File: src/rtl/bank_mapper_pkg.sv
// Package: shared constants and types for the banked address mapper.
// Assumes a 12-bit program counter whose top bit selects the window half.
package bank_mapper_pkg;
    localparam int PC_W   = 12;
    localparam int HALF_W = PC_W - 1;

    typedef logic [PC_W-1:0] pc_t;

    typedef enum logic {
        WIN_BASE   = 1'b0,
        WIN_BANKED = 1'b1
    } win_half_e;
endpackage

File: src/rtl/bank_sel_reg.sv
// bank_sel_reg: holds the selected switchable bank.
// Clamps out-of-range writes to the highest built bank. Reset is synchronous,
// active low, and wins over a write in the same cycle.
module bank_sel_reg #(
    parameter int BANKS  = 4,
    parameter int BANK_W = 4,
    parameter int SEL_W  = 2
) (
    input  logic              clk,
    input  logic              rst_n,
    input  logic              wr_en,
    input  logic [BANK_W-1:0] wr_data,
    output logic [SEL_W-1:0]  sel,
    output logic [BANK_W-1:0] rd_data
);
    localparam logic [BANK_W-1:0] MAX_SEL = BANK_W'(BANKS - 1);

    logic [SEL_W-1:0] sel_q;
    logic [SEL_W-1:0] wr_clamped;

    // Limit a written value to the implemented bank range.
    always_comb begin
        if (wr_data > MAX_SEL) wr_clamped = MAX_SEL[SEL_W-1:0];
        else                   wr_clamped = wr_data[SEL_W-1:0];
    end

    // Capture a new bank number on a write; return to bank 0 on reset.
    always_ff @(posedge clk) begin
        if (!rst_n)     sel_q <= '0;
        else if (wr_en) sel_q <= wr_clamped;
    end

    assign sel     = sel_q;
    assign rd_data = BANK_W'(sel_q);
endmodule

File: src/rtl/addr_xlate.sv
// addr_xlate: combinational translation of pc into a physical address.
// The lower half passes through; the upper half goes to block sel+1.
module addr_xlate
    import bank_mapper_pkg::*;
#(
    parameter int SEL_W  = 2,
    parameter int PHYS_W = 14
) (
    input  pc_t               pc,
    input  logic [SEL_W-1:0]  sel,
    output logic [PHYS_W-1:0] phys
);
    localparam int BLK_W = PHYS_W - HALF_W;

    win_half_e        half;
    logic [BLK_W-1:0] blk;

    // Decide which half of the window the fetch falls in.
    always_comb half = win_half_e'(pc[PC_W-1]);

    // Switchable block index: bank 0 sits just above the base block.
    always_comb blk = BLK_W'(sel) + BLK_W'(1);

    // Form the physical address for the chosen half.
    always_comb begin
        if (half == WIN_BANKED) phys = {blk, pc[HALF_W-1:0]};
        else                    phys = PHYS_W'(pc);
    end
endmodule

File: src/rtl/ext_read_gate.sv
// ext_read_gate: passes memory data to an external reader only while the
// protection lock is clear; otherwise the reader sees zeros.
module ext_read_gate #(
    parameter int DATA_W = 8
) (
    input  logic              req,
    input  logic              lock,
    input  logic [DATA_W-1:0] mem_rdata,
    output logic              grant,
    output logic [DATA_W-1:0] rdata
);
    // Grant a read only when requested and unlocked.
    assign grant = req & ~lock;

    // Mask every data bit with the grant.
    for (genvar i = 0; i < DATA_W; i++) begin : g_mask
        assign rdata[i] = mem_rdata[i] & grant;
    end
endmodule

File: src/rtl/bank_mapper.sv
// bank_mapper: top of the banked program memory address mapper.
// Assumes BANKS >= 1 switchable 2 KB blocks above one common base block.
module bank_mapper
    import bank_mapper_pkg::*;
#(
    parameter int BANKS  = 4,
    parameter int BANK_W = 4,
    parameter int DATA_W = 8,
    parameter int SEL_W  = (BANKS > 1) ? $clog2(BANKS) : 1,
    parameter int PHYS_W = $clog2((BANKS + 1) * (1 << HALF_W))
) (
    input  logic              clk,
    input  logic              rst_n,
    input  logic [PC_W-1:0]   pc,
    input  logic              bank_wr_en,
    input  logic [BANK_W-1:0] bank_wr_data,
    output logic [BANK_W-1:0] bank_rd_data,
    output logic [PHYS_W-1:0] phys_addr,
    input  logic              ext_rd_req,
    input  logic              ext_lock,
    input  logic [DATA_W-1:0] mem_rdata,
    output logic              ext_rd_grant,
    output logic [DATA_W-1:0] ext_rd_data
);
    logic [SEL_W-1:0] sel;

    bank_sel_reg #(.BANKS(BANKS), .BANK_W(BANK_W), .SEL_W(SEL_W)) u_reg (
        .clk     (clk),
        .rst_n   (rst_n),
        .wr_en   (bank_wr_en),
        .wr_data (bank_wr_data),
        .sel     (sel),
        .rd_data (bank_rd_data)
    );

    addr_xlate #(.SEL_W(SEL_W), .PHYS_W(PHYS_W)) u_xlate (
        .pc   (pc),
        .sel  (sel),
        .phys (phys_addr)
    );

    ext_read_gate #(.DATA_W(DATA_W)) u_gate (
        .req       (ext_rd_req),
        .lock      (ext_lock),
        .mem_rdata (mem_rdata),
        .grant     (ext_rd_grant),
        .rdata     (ext_rd_data)
    );
endmodule

File: config.mk
export PLATFORM = sky130hd
export DESIGN_NAME = bank_mapper
export DESIGN_NICKNAME = d
export VERILOG_FILES = /design/src/rtl/bank_mapper_pkg.sv /design/src/rtl/bank_sel_reg.sv /design/src/rtl/addr_xlate.sv /design/src/rtl/ext_read_gate.sv /design/src/rtl/bank_mapper.sv
export SDC_FILE = /design/constraint.sdc
export NUM_CORES = 1
export LEC_CHECK = 0
export BUFFER_PORTS_ARGS = -buffer_cell sky130_fd_sc_hd__buf_2
export CAP_MARGIN = 20
export CORE_AREA = 2 2 39 41
export CTS_CLUSTER_DIAMETER = 40
export DETAILED_ROUTE_END_ITERATION = 10
export DIE_AREA = 0 0 41 43
export GPL_TIMING_DRIVEN = 1
export PLACE_DENSITY_LB_ADDON = 0.05
export SKIP_LAST_GASP = 1
export SLEW_MARGIN = 20
export SYNTH_ARGS = -nofsm -noshare
export SYNTH_HDL_FRONTEND = slang
export SYNTH_SLANG_ARGS = --single-unit
File: constraint.sdc
create_clock -name clk -period 0.99 [get_ports clk]
set_input_delay 0.099 -clock clk [delete_from_list [all_inputs] [get_ports clk]]
set_output_delay 0.099 -clock clk [all_outputs]
set_load 0.1 [all_outputs]
==> results.toml <==
[clock_tree]
hold_buffers = 0
cts_num_sinks = 2
ctsResizeCount = 0
post_cts_buffers = 0
cts_tree = "done"
clockRootBuffer = "clkbuf_4"
clkLatencyLatePin_ps = 220
clk_path_buf_depth = 2
h-tree-depth = 1
clkSlewWorstSetupHoldPaths_ps = 30
numCtsBuffers = 3

[min_path]
hp-class = "in2reg"
worstHoldEndpoint = "u_reg.sel[1]"
min_delay_path_depth = 2
hp-start = "bank_wr_en"

[drt]
dr.pass1.iters = 3
drt_iter0_markers = 1
routed_via_density = 3.947
vias = 300
routed_wirelength_microns = 866
antenna_left = 0
wl_per_cell_microns = 11.39
drcViolationCount = 0

[sta]
period_needed_ps = 1213
period_share = 1.226
finClkSkew_ps = 0
slew_viol_final = 0
rsz0062_at_grt = "yes"
fin_ws_ps = -223.5
final-hold-violation-count = 0
fin_hold_ws_ps = 72.52
fmaxAchievable_mhz = 824.1
setup_violations = 3

[logic_synthesis]
synth_cell_types = 12
synth.area.mux_share = 0
synthAdderAreaFrac = 0.04348
synth_ff_type = "dfxtp_1"
ys_warn_count = 0
synth_compound_area_frac = 0.06957
syn_inst = 36
ys_seq_area_frac = 0.1391
synth_edf_count = 0
synthTopCellsByCount = "buf_4, and2_1, and2_4"
synth_top_family_by_area = "buffers and inverters"
avgSynthCellArea_sq_um = 7.994
synth.area.top_cells = "buf_4, dfxtp_1, and2_1"
synth_xor_area_frac = 0
synthArstFlopShare = 0
synth.top_cell.area_share = 0.3391
yosys.area.top_type = "buf_4"
synth-seq-cells = 2
yosysMostFrequentCell = "buf_4"
post_synth_and_or_nand_nor_area_fraction = 0.3565
synth_area_sq_um = 287.8

[run_status]
outcome = "finished with violations"
violations = "setup timing"

[floorplanning]
rows = 14
fp.dieW_microns = 41
ioPinCount = 56
die-area_sq_um = 1763
start_util = 0.2080
core_area_sq_um = 1384
die_h_microns = 43

[grt]
antenna_found_initial = 0
grt_pass1_vias = 297
grt_pass1_wl_mm = 1.179
grt_usage = 0.1022
grt_overflow = 0
grt_max_degree = 10

[finish]
n_antenna_cell = 0
final_cell_area_sq_um = 655.6
largest_register_ffs = 2
drive_gt1_frac = 0.8667
nNetsFinal = 92
syn2layout_area_growth_pct = 127.8
fillers = 136

[critical_path]
rrSetupSlack_ps = 160
end_kind = "primary output"
r2r_start = "u_reg.sel[0]"
path_cells = "ha_4, and2_4, buf_12"
r2r.worst_path.cells = 3
slowest_delay_ps = 340
start_kind = "flop"
worstReg2RegEnd = "u_reg.sel[0]"
required_ps = 890
worstSetupPathType = "reg2out"
critPathSlowestCell = "dfxtp_4"
cp.arrival_ps = 1110
cp_max_fo = 2

[place]
dpl_cell_area_sq_um = 633.1
gp_congestion = 0.6864
placement.io_buffers = 31

[power_and_ir_drop]
leakagePower_nw = 0.3157
peakVddDrop_mv = 0.3874
p_per_area_nw_per_um2 = 1173

[run]
cap_violations = 0
==> power by group <==
part	internal, W	switching, W
clock network	0.000134	0.0000493
registers	0.0000867	0.00000571
logic	0.000182	0.000311
total	0.000403	0.000366
==> worst max-delay path: cells and delay by family, from the launching register on <==
kind	cells	cell delay [ps]
adders and majority gates	1	250
buffers and inverters	1	160
DFF	1	340
and+or+nand+nor	1	140
==> worst max path at each step <==
stage	start	end	cells after the start
after floorplan	u_reg.sel[0]	phys_addr[12]	2
after global placement	u_reg.sel[1]	phys_addr[12]	3
after detailed placement	u_reg.sel[1]	phys_addr[12]	3
after CTS	u_reg.sel[1]	phys_addr[12]	3
after global routing	u_reg.sel[1]	phys_addr[12]	3
final	u_reg.sel[1]	phys_addr[12]	3
==> cell families after synthesis <==
kind of cell | after synthesis
AO/OA/AOI/OAI | 4
adder cells (fa/ha/maj) | 1
buffers and inverters | 14
flip-flops | 2
other | 1
AND/OR/NAND/NOR | 14
==> cell type report <==
type | count | area (sq um) | share of cell area
Sequential cell | 2 | 47.55 | 0.07252
Tap cell | 16 | 20.02 | 0.03053
Multi-Input combinational cell | 21 | 177.7 | 0.2710
Timing Repair Buffer | 34 | 387.9 | 0.5916
Clock buffer | 3 | 22.52 | 0.03435
==> layer usage <==
metal	up-vias	share of wire	global-route usage
li1	147	-	-
met1	134	0.23	0.06709
met2	17	0.64	0.1938
met3	2	0.12	0.03141
met4	0	0.0069	0.08667
met5	-	0	0
==> layout by cell type (no fill, tap or decap) <==
master / instances
conb_1: 2
nor2b_4: 2
ha_4: 1
and2_4: 10
nor3_1: 2
dfxtp_4: 2
buf_12: 14
a21oi_1: 2
buf_4: 3
o21ai_0: 2
buf_2: 17
clkbuf_4: 3
==> stage by stage <==
| step | cells | setup WS, ps | total power [W] | TNS [ps] | util |
|---|---|---|---|---|---|
| floorplan | 37 | -160.1 | 0.0006184 | -392.2 | - |
| global placement | 73 | 15.17 | 0.0005881 | 0 | 0.4575 |
| detailed placement | 73 | 16.52 | 0.0005889 | 0 | 0.4575 |
| global route | 76 | -247.0 | 0.0007996 | -546.3 | 0.4738 |
| finish | 76 | -223.5 | 0.0007693 | -453.9 | 0.4738 |
| CTS | 76 | -232.4 | 0.0007821 | -486.5 | 0.4738 |
==> repair_timing <==
item / 4_1_cts / 5_1_grt
setup endpoints to repair: 4 / 4
hold endpoints to repair: 0 / 0
pin swaps: 1 / 0
No activity file was read; power rests on OpenSTA's default activity.
